**src/rtl/xcfg_pkg.sv**
```systemverilog
package xcfg_pkg;
  localparam int BYTE_W = 8;
  localparam logic [4:0] ADDR_PREFIX = 5'b10110;

  typedef enum logic [2:0] {
    ST_IDLE,
    ST_ADDR,
    ST_ADDR_ACK,
    ST_WR,
    ST_WR_ACK,
    ST_RD,
    ST_RD_ACK
  } tgt_state_e;
endpackage

```
**src/rtl/xcfg_bus_sync.sv**
```systemverilog
module xcfg_bus_sync #(
  parameter int SYNC_STAGES = 2
) (
  input  logic clk_i,
  input  logic rst_ni,
  input  logic scl_i,
  input  logic sda_i,
  output logic sda_o,
  output logic scl_rise_o,
  output logic scl_fall_o,
  output logic start_o,
  output logic stop_o
);
  // one extra stage past the synchroniser holds the previous value for edge detect
  localparam int LAST = SYNC_STAGES;

  logic [LAST:0] scl_ff, sda_ff;

  always_ff @(posedge clk_i or negedge rst_ni) begin
    if (!rst_ni) begin
      scl_ff <= '1;
      sda_ff <= '1;
    end else begin
      scl_ff <= {scl_ff[LAST-1:0], scl_i};
      sda_ff <= {sda_ff[LAST-1:0], sda_i};
    end
  end

  logic scl_now, scl_prev, sda_now, sda_prev;
  assign scl_now  = scl_ff[LAST-1];
  assign scl_prev = scl_ff[LAST];
  assign sda_now  = sda_ff[LAST-1];
  assign sda_prev = sda_ff[LAST];

  assign sda_o      = sda_now;
  assign scl_rise_o = scl_now & ~scl_prev;
  assign scl_fall_o = ~scl_now & scl_prev;
  assign start_o    = scl_now & scl_prev & sda_prev & ~sda_now;
  assign stop_o     = scl_now & scl_prev & ~sda_prev & sda_now;
endmodule

```
**src/rtl/xcfg_regfile.sv**
```systemverilog
module xcfg_regfile #(
  parameter int NUM_REGS = 16,
  parameter int IDX_W    = 5
) (
  input  logic                  clk_i,
  input  logic                  rst_ni,
  input  logic                  we_i,
  input  logic [IDX_W-1:0]      widx_i,
  input  logic [7:0]            wdata_i,
  input  logic [IDX_W-1:0]      ridx_i,
  output logic [7:0]            rdata_o,
  output logic [NUM_REGS*8-1:0] cfg_o
);
  logic [7:0] regs [NUM_REGS];

  for (genvar k = 0; k < NUM_REGS; k++) begin : g_reg
    always_ff @(posedge clk_i or negedge rst_ni) begin
      if (!rst_ni)                               regs[k] <= '0;
      else if (we_i && widx_i == IDX_W'(k))      regs[k] <= wdata_i;
    end
    assign cfg_o[8*k +: 8] = regs[k];
  end

  // out-of-map index reads as all ones
  always_comb begin
    rdata_o = 8'hFF;
    for (int k = 0; k < NUM_REGS; k++)
      if (ridx_i == IDX_W'(k)) rdata_o = regs[k];
  end
endmodule

```
**src/rtl/xcfg_proto_fsm.sv**
```systemverilog
module xcfg_proto_fsm
  import xcfg_pkg::*;
#(
  parameter int NUM_REGS = 16,
  parameter int IDX_W    = 5
) (
  input  logic             clk_i,
  input  logic             rst_ni,
  input  logic             scl_rise_i,
  input  logic             scl_fall_i,
  input  logic             start_i,
  input  logic             stop_i,
  input  logic             sda_i,
  input  logic [6:0]       addr_i,
  input  logic [7:0]       rdata_i,
  output logic             sda_low_o,
  output logic             we_o,
  output logic [IDX_W-1:0] idx_o,
  output logic [7:0]       wdata_o,
  output logic             busy_o
);
  localparam logic [IDX_W-1:0] LAST_IDX = IDX_W'(NUM_REGS);

  tgt_state_e       state;
  logic [7:0]       sh;
  logic [3:0]       cnt;
  logic [IDX_W-1:0] idx;
  logic             rw, acked, sda_low;

  logic in_map;
  assign in_map = idx < LAST_IDX;

  assign we_o      = (state == ST_WR) && scl_fall_i && (cnt == 4'd8) && in_map;
  assign wdata_o   = sh;
  assign idx_o     = idx;
  assign sda_low_o = sda_low;
  assign busy_o    = state != ST_IDLE;

  always_ff @(posedge clk_i or negedge rst_ni) begin
    if (!rst_ni) begin
      state   <= ST_IDLE;
      sh      <= '0;
      cnt     <= '0;
      idx     <= '0;
      rw      <= 1'b0;
      acked   <= 1'b0;
      sda_low <= 1'b0;
    end else if (start_i) begin
      state   <= ST_ADDR;
      cnt     <= '0;
      idx     <= '0;
      sda_low <= 1'b0;
    end else if (stop_i) begin
      state   <= ST_IDLE;
      sda_low <= 1'b0;
    end else begin
      unique case (state)
        ST_IDLE: ;
        ST_ADDR: begin
          if (scl_rise_i) begin
            sh  <= {sh[6:0], sda_i};
            cnt <= cnt + 4'd1;
          end else if (scl_fall_i && cnt == 4'd8) begin
            cnt <= '0;
            if (sh[7:1] == addr_i) begin
              rw      <= sh[0];
              sda_low <= 1'b1;
              state   <= ST_ADDR_ACK;
            end else begin
              state <= ST_IDLE;
            end
          end
        end
        ST_ADDR_ACK: begin
          if (scl_fall_i) begin
            cnt <= '0;
            if (rw) begin
              sh      <= rdata_i;
              sda_low <= ~rdata_i[7];
              state   <= ST_RD;
            end else begin
              sda_low <= 1'b0;
              state   <= ST_WR;
            end
          end
        end
        ST_WR: begin
          if (scl_rise_i) begin
            sh  <= {sh[6:0], sda_i};
            cnt <= cnt + 4'd1;
          end else if (scl_fall_i && cnt == 4'd8) begin
            cnt     <= '0;
            acked   <= in_map;
            sda_low <= in_map;
            state   <= ST_WR_ACK;
          end
        end
        ST_WR_ACK: begin
          if (scl_fall_i) begin
            sda_low <= 1'b0;
            if (acked) idx <= idx + 1'b1;
            state <= ST_WR;
          end
        end
        ST_RD: begin
          if (scl_rise_i) begin
            cnt <= cnt + 4'd1;
          end else if (scl_fall_i) begin
            if (cnt == 4'd8) begin
              cnt     <= '0;
              sda_low <= 1'b0;
              state   <= ST_RD_ACK;
            end else begin
              sh      <= {sh[6:0], 1'b1};
              sda_low <= ~sh[6];
            end
          end
        end
        ST_RD_ACK: begin
          if (scl_rise_i) begin
            if (sda_i)       state <= ST_IDLE;  // host NACK ends the read
            else if (in_map) idx   <= idx + 1'b1;
          end else if (scl_fall_i) begin
            sh      <= rdata_i;
            sda_low <= ~rdata_i[7];
            state   <= ST_RD;
          end
        end
        default: state <= ST_IDLE;
      endcase
    end
  end
endmodule

```
**src/rtl/xcfg_i2c_target.sv**
```systemverilog
module xcfg_i2c_target
  import xcfg_pkg::*;
#(
  parameter int NUM_REGS    = 16,
  parameter int SYNC_STAGES = 2
) (
  input  logic                  clk_i,
  input  logic                  rst_ni,
  input  logic                  scl_i,
  input  logic                  sda_i,
  output logic                  sda_low_o,
  input  logic [1:0]            strap_i,
  output logic [NUM_REGS*8-1:0] cfg_o
);
  localparam int IDX_W = $clog2(NUM_REGS) + 1;

  logic             sda_s, scl_rise, scl_fall, start_det, stop_det;
  logic             we, busy;
  logic [IDX_W-1:0] byte_idx;
  logic [7:0]       wdata, rdata;
  logic [6:0]       own_addr;

  assign own_addr = {ADDR_PREFIX, strap_i};

  xcfg_bus_sync #(.SYNC_STAGES(SYNC_STAGES)) u_sync (
    .clk_i, .rst_ni, .scl_i, .sda_i,
    .sda_o     (sda_s),
    .scl_rise_o(scl_rise),
    .scl_fall_o(scl_fall),
    .start_o   (start_det),
    .stop_o    (stop_det)
  );

  xcfg_proto_fsm #(.NUM_REGS(NUM_REGS), .IDX_W(IDX_W)) u_fsm (
    .clk_i, .rst_ni,
    .scl_rise_i(scl_rise),
    .scl_fall_i(scl_fall),
    .start_i   (start_det),
    .stop_i    (stop_det),
    .sda_i     (sda_s),
    .addr_i    (own_addr),
    .rdata_i   (rdata),
    .sda_low_o (sda_low_o),
    .we_o      (we),
    .idx_o     (byte_idx),
    .wdata_o   (wdata),
    .busy_o    (busy)
  );

  xcfg_regfile #(.NUM_REGS(NUM_REGS), .IDX_W(IDX_W)) u_regs (
    .clk_i, .rst_ni,
    .we_i   (we),
    .widx_i (byte_idx),
    .wdata_i(wdata),
    .ridx_i (byte_idx),
    .rdata_o(rdata),
    .cfg_o  (cfg_o)
  );
endmodule

```
**config.mk**
```make
export PLATFORM = sky130hd
export DESIGN_NAME = xcfg_i2c_target
export DESIGN_NICKNAME = d
export VERILOG_FILES = /design/src/rtl/xcfg_pkg.sv /design/src/rtl/xcfg_bus_sync.sv /design/src/rtl/xcfg_regfile.sv /design/src/rtl/xcfg_proto_fsm.sv /design/src/rtl/xcfg_i2c_target.sv
export SDC_FILE = /design/constraint.sdc
export NUM_CORES = 1
export LEC_CHECK = 0
export CORE_ASPECT_RATIO = 0.5
export CORE_MARGIN = 1.5
export CORE_UTILIZATION = 60
export CTS_BUF_LIST = sky130_fd_sc_hd__clkbuf_16
export DETAILED_ROUTE_END_ITERATION = 16
export DONT_BUFFER_PORTS = 1
export PLACE_DENSITY = 0.76
export SLEW_MARGIN = 15
export SYNTH_ARGS = -nofsm -noshare
export SYNTH_HDL_FRONTEND = slang
export SYNTH_SLANG_ARGS = --single-unit
```
**constraint.sdc**
```tcl
create_clock -name clk_i -period 3.9 [get_ports clk_i]
set_input_delay 0.78 -clock clk_i [delete_from_list [all_inputs] [get_ports clk_i]]
set_output_delay 0.78 -clock clk_i [all_outputs]
set_load 0.1 [all_outputs]
```
; ---- Word-level counts from Yosys, hierarchy flattened
; Cells that the tools add are included.
[op_classes]
add_sub_neg = 2
n_bitwise = 16
n_eq_ne = 56
order_cmp = 1
mux = 75
reduce_logical = 34
[op_table]
columns = op, n
row1 = 8-bit 2-to-1 mux, 24
row2 = 3-bit 2-to-1 mux, 15
row3 = "5-bit by 4-bit equality test with 1-bit output, second input constant", 8
row4 = "4-bit by 3-bit != test with 1-bit output, second input constant", 9
row5 = 5-bit 2-to-1 mux, 7
row6 = 4-bit 2-to-1 mux, 8
row7 = 8-bit one-hot mux with 4 select lines, 1
row8 = 12-bit AND reduction, 2
row9 = 3-bit one-hot mux with 7 select lines, 1
row10 = "5-bit by 3-bit equality test with 1-bit output, second input constant", 4
row11 = 1-bit logical AND, 20
row12 = "4-bit != test, second input constant", 5
row13 = 1-bit 2-to-1 mux, 15
row14 = "3-bit by 2-bit != test with 1-bit output, second input constant", 4
row15 = 4-bit one-hot mux with 3 select lines, 1
row16 = 6-bit AND reduction, 2
row17 = 11-bit AND reduction, 1
row18 = "5-bit by 2-bit equality test with 1-bit output, second input constant", 2
row19 = "2-bit by 1-bit != test with 1-bit output, second input constant", 5
row20 = 5-bit one-hot mux with 2 select lines, 1
row21 = "3-bit equality test, second input constant", 3
row22 = "3-bit != test, second input constant", 3
row23 = 1-bit NOT, 9
row24 = "2-bit != test, second input constant", 4
row25 = other kinds (22), 30
[word_totals]
out_inout_bits = 129
inputBits = 6
reg_bits = 157

; ---- Longest topological paths before layout
[logic_depth]
ltp_word = 23
depth_mapped = 13

; ---- Modules after synthesis
; From an unflattened synthesis, not the netlist that was laid out.
[hier_totals]
hier_cells = 724
hier_area_um2 = 8177.8
[modules_own_cells]
columns = module, area_each_um2, instances, cells_per_inst
row1 = xcfg_regfile, 6298.5, 1, 529
row2 = xcfg_proto_fsm, 1681.6, 1, 183
row3 = xcfg_bus_sync, 190.2, 1, 10
row4 = xcfg_i2c_target, 7.5, 1, 2

; ---- Least setup slack after synthesis
; OpenSTA, ideal clock, no wires.
[synth_timing]
path_kind = reg-to-reg
from = register u_fsm.idx[0] (netlist: u_fsm.idx_o[0])
to = register u_regs.regs (netlist bit u_regs.cfg_o[121])
path_buffers = 4
path_stages_with_launch = 10
t_arrival_ns = 2.639
setup_time_ns = 0.126
setup_slack_ns = 1.135
path_cell_list = dfrtp_1 -> ha_1 -> clkbuf_1 -> buf_1 -> and3_1 -> ha_1 -> clkbuf_1 -> clkbuf_1 -> nand3_1 -> mux2_2
[synth_via]
elab_chain_len = 3
[synth_rtl]
columns = item, line_no
row1 = "start, declared", xcfg_proto_fsm.sv:27  ; logic [IDX_W-1:0] idx;
row2 = "start signal, assigned", xcfg_proto_fsm.sv:101  ; if (acked) idx <= idx + 1'b1;
row3 = "start signal, assigned", xcfg_proto_fsm.sv:122  ; else if (in_map) idx <= idx + 1'b1;
row4 = 5-bit < comparator, xcfg_proto_fsm.sv:31  ; assign in_map = idx < LAST_IDX;
row5 = 1-bit logical AND, xcfg_proto_fsm.sv:33  ; assign we_o = (state == ST_WR) && scl_fall_i && (cnt == 4'd8) && in_map;
row6 = 1-bit logical AND *, xcfg_regfile.sv:19  ; else if (we_i && widx_i == IDX_W'(k)) regs[k] <= wdata_i;
row7 = "end signal, assigned by index", xcfg_regfile.sv:19
row8 = "end, declared", xcfg_regfile.sv:14  ; logic [7:0] regs [NUM_REGS];
; Mark *: on every way between the ends. The rest lies on a longest branch, timed or not.
; A chain may end at the register's enable or synchronous reset.

; ---- Final worst setup path
[layout_timing]
from = register u_fsm.idx[0] (netlist: u_fsm.idx_o[0])
to = register u_fsm.sh[6] (netlist: u_fsm.wdata_o[6])
[layout_via]
elab_chain_len = 20
[layout_rtl]
columns = item, line_no
row1 = 5-bit logical NOT, xcfg_regfile.sv:28  ; if (ridx_i == IDX_W'(k)) rdata_o = regs[k];
row2 = 8-bit 2-to-1 mux (15 in series), xcfg_regfile.sv:28
row3 = 8-bit 2-to-1 mux *, xcfg_regfile.sv:28
row4 = "8-bit 2-to-1 mux, on equally long branches", "xcfg_proto_fsm.sv:123, xcfg_proto_fsm.sv:77"
row5 = "8-bit 2-to-1 mux, on equally long branches", "xcfg_proto_fsm.sv:120, xcfg_proto_fsm.sv:75"
row6 = 8-bit one-hot mux with 4 select lines *, xcfg_proto_fsm.sv:57  ; unique case (state)
row7 = "end signal, assigned", xcfg_proto_fsm.sv:61  ; sh <= {sh[6:0], sda_i};
row8 = "end signal, assigned", xcfg_proto_fsm.sv:114  ; sh <= {sh[6:0], 1'b1};
row9 = "end signal, assigned", xcfg_proto_fsm.sv:124  ; sh <= rdata_i;
row10 = "end, declared", xcfg_proto_fsm.sv:25  ; logic [7:0] sh;
; Mark *: on every way between the ends. The rest lies on a longest branch, timed or not. The select of a mux whose other input is x is not followed.

==> summary.txt <==
run status -> completed
CP max stage cell -> ha_1
fraction of layout cells with a size suffix above 1 -> 27.4%
EDFF count, synth -> 0
GR Overflow Total -> 0
die area -> 14,700 um^2
CP delay by family, top -> compound AO/OA/AOI/OAI gates
top post-synthesis cells by area -> dfrtp_1 45%, mux2_2 17%, a21oi_1 3.1%, o21ai_0 2.9%, nand2_1 2.0%
Area Overhead vs Synth -> 9.07%
Slew Limit Fails -> 0
cell taking the most area after synthesis -> dfrtp_1
post-synthesis cell area -> 8360 um^2
DIE HEIGHT -> 86.5 um
Max Buffers Root-to-Sink -> 2
initial antenna violation count -> 0
Routed Antenna Nets -> 0
first-pass GRT wire length -> 37,700 um
worst-path cell chain -> inv_1, ha_1, nand4b_1, o311ai_0, o21ai_0, a21oi_1, a21oi_1, a31oi_1
syn nets -> 804
n_diodes -> 0
Setup TNS -> 0 ns
post_cts resized -> 0
via count -> 6,827
fin crit period -> 3.21 ns
multi-input logic area -> 4090 um^2
Max FO, Critical Path -> 28
worst setup path category -> register to register
DP HPWL -> 16,800 um
H-tree lvl count -> 4
Worst-path clk slew -> 0.07 ns
Leak -> 4.20 nW
Sinks on Clock Net -> 157
vias in the first global route -> 6,376
Final Cycle Share -> 82.2%
Main synth FF type -> dfrtp_1
die width -> 170 um
Setup crit end kind -> register
final wirelength -> 24,700 um
CP max stage delay -> 0.78 ns
synth cell count leaders -> 151 x dfrtp_1, 129 x mux2_2, 51 x a21oi_1, 48 x o21ai_0, 45 x nand2_1
Logic pwr share -> 27.0%
setup bufs post-CTS -> 0
I/O pin count -> 135
post-synthesis async set-or-reset flop share -> 100%
vias per cell -> 7.02
number of hold violations in the final report -> 0
Synth Register Bits -> 157
Post-CTS Hold Buffers -> 0
Buf/Inv on CP -> 1
fmax -> 312 MHz
unrepaired setup endpoints after global routing -> false
cell count after synthesis -> 788
WL per Instance -> 25.4 um
syn avg cell area -> 10.6 um^2
Iter 0 DRT Violations -> 850
CP dominant cell by count -> a21oi_1
switching part of the total -> 38.1%
GPL Wtd Cong -> 0.930
P_int -> 0.00319 W
nets -> 784
Final Setup Violations -> 0
Crit path arrival time -> 3.55 ns
CP startpoint kind -> register
Clock Tree Root -> clkbuf_16
largest net degree at the start of global routing -> 158
P_sw -> 0.00196 W
core region area -> 13,600 um^2
initial core utilization -> 61.5%
Std-Cell Rows -> 30
GR Util All Layers -> 34.3%
Worst-Margin Slew -> 1.05 ns
maximum vdd ir drop -> 0.306 mV
register area share after synthesis -> 47.1%
Yosys cell types -> 75
Clock Latency Late Sink -> 0.44 ns
CTS Buf Count -> 17
register area -> 3940 um^2
sequential share of power -> 39.6%
r2r setup slk -> 0.69 ns
reg2reg path depth -> 8
Slew HR -> 29.7%
Fillers -> 1,060
top cell type's share of synthesized area -> 45.2%
number of buffers added on ports -> 0
FF-to-FF End -> u_fsm.wdata_o[6]
Setup Skew -> 0.0100 ns
Max Cap Viol -> 0
Hold Path Class -> input port to async pin
most frequent cell after synthesis -> dfrtp_1
# DRC -> 0
CTS tree -> built
DR pass1 iterations -> 5
clock power share -> 33.4%
final total power -> 0.00516 W
Critical Path RT -> 4.25 ns
pwr/cell area -> 566 nW/um^2
r2r startpoint -> u_fsm.idx_o[0]
YS warnings -> 0
==> cell families after synthesis <==
| kind of cell | synth area share [%] |
|---|---|
| compound gates | 15.2 |
| xor+xnor | 0.419 |
| fa+ha+maj | 1.50 |
| buf+inv | 4.01 |
| flops | 47.1 |
| mux | 17.8 |
| simple gates | 14.0 |
==> flip-flops by register name, indices dropped and copies added (netlist names), 3 cells and up <==
register and cells:
u_regs.cfg_o 128, u_fsm.wdata_o 8, u_fsm.idx_o 5, u_fsm.cnt 4
u_fsm.state 3, u_sync.scl_ff 3, u_sync.sda_ff 3
==> power by group through the flow <==
| stage | clock (W) | combinational, W | sequential (W) |
|---|---|---|---|
| after floorplan | 0 | 0.00109 | 0.00181 |
| after global placement | 0 | 0.00130 | 0.00205 |
| after detailed placement | 0 | 0.00132 | 0.00205 |
| after CTS | 0.00173 | 0.00134 | 0.00202 |
| after global routing | 0.00180 | 0.00150 | 0.00206 |
| final | 0.00172 | 0.00139 | 0.00204 |
==> worst register-to-register path: stages (launching register included) <==
cell and delay [ns]:
dfrtp_1 0.44, inv_1 0.11, ha_1 0.78, nand4b_1 0.59, o311ai_0 0.53, o21ai_0 0.24, a21oi_1 0.19, a21oi_1 0.07
a31oi_1 0.19
==> final cells by class <==
| class | count | area share, % |
|---|---|---|
| Sequential cell | 157 | 43.2 |
| Clock buffer | 17 | 4.67 |
| Timing Repair Buffer | 21 | 1.73 |
| Inverter | 24 | 0.988 |
| Multi-Input combinational cell | 547 | 44.9 |
| Tap cell | 192 | 2.64 |
| Clock inverter | 15 | 1.91 |
==> through the flow <==
stage	util [%]	instances	cell area (um^2)	setup WS, ns	hold WS [ns]
after CTS	67.1	973	9120	0.736	0.0316
after global routing	67.1	973	9120	0.316	0.0309
final	67.1	973	9120	0.693	0.0334
after detailed placement	62.7	941	8520	0.847	0.347
after global placement	62.7	941	8520	0.912	0.346
after floorplan	-	788	8360	1.13	0.345
==> routing by layer <==
metal | track usage, % | part of all wire [%] | vias to the layer above
li1 | - | - | 2882
met1 | 47.1 | 41 | 3455
met2 | 51.5 | 45 | 428
met3 | 12.7 | 12 | 62
met4 | 9.65 | 2.2 | 0
met5 | 0 | 0 | -
==> worst max-delay path by stage <==
| stage | startpoint | end | cells past startpoint |
|---|---|---|---|
| 3_3_place_gp | u_fsm.idx_o[0] | u_fsm.wdata_o[6] | 8 |
| 6_report | u_fsm.idx_o[0] | u_fsm.wdata_o[6] | 8 |
| 2_1_floorplan | u_fsm.idx_o[0] | u_regs.cfg_o[121] | 9 |
| 5_1_grt | u_fsm.idx_o[0] | u_fsm.wdata_o[6] | 8 |
| 4_1_cts | u_fsm.idx_o[0] | u_fsm.wdata_o[6] | 8 |
| 3_5_place_dp | u_fsm.idx_o[0] | u_fsm.wdata_o[6] | 8 |
==> cell usage in the layout (no fill, tap or decap), drive strengths merged, types with 8 or more instances in the layout <==
cell type / instances
a21o: 8
a21oi: 51
buf: 21
clkbuf: 17
dfrtp: 151
ha: 10
inv: 31
mux2: 130
nand2: 46
nand2b: 9
nand3: 18
nor2: 43
nor2b: 13
nor3: 12
nor3b: 8
o21ai: 48
o22ai: 14
o31ai: 9
or3: 11
No activity file was read; power rests on OpenSTA's default activity.
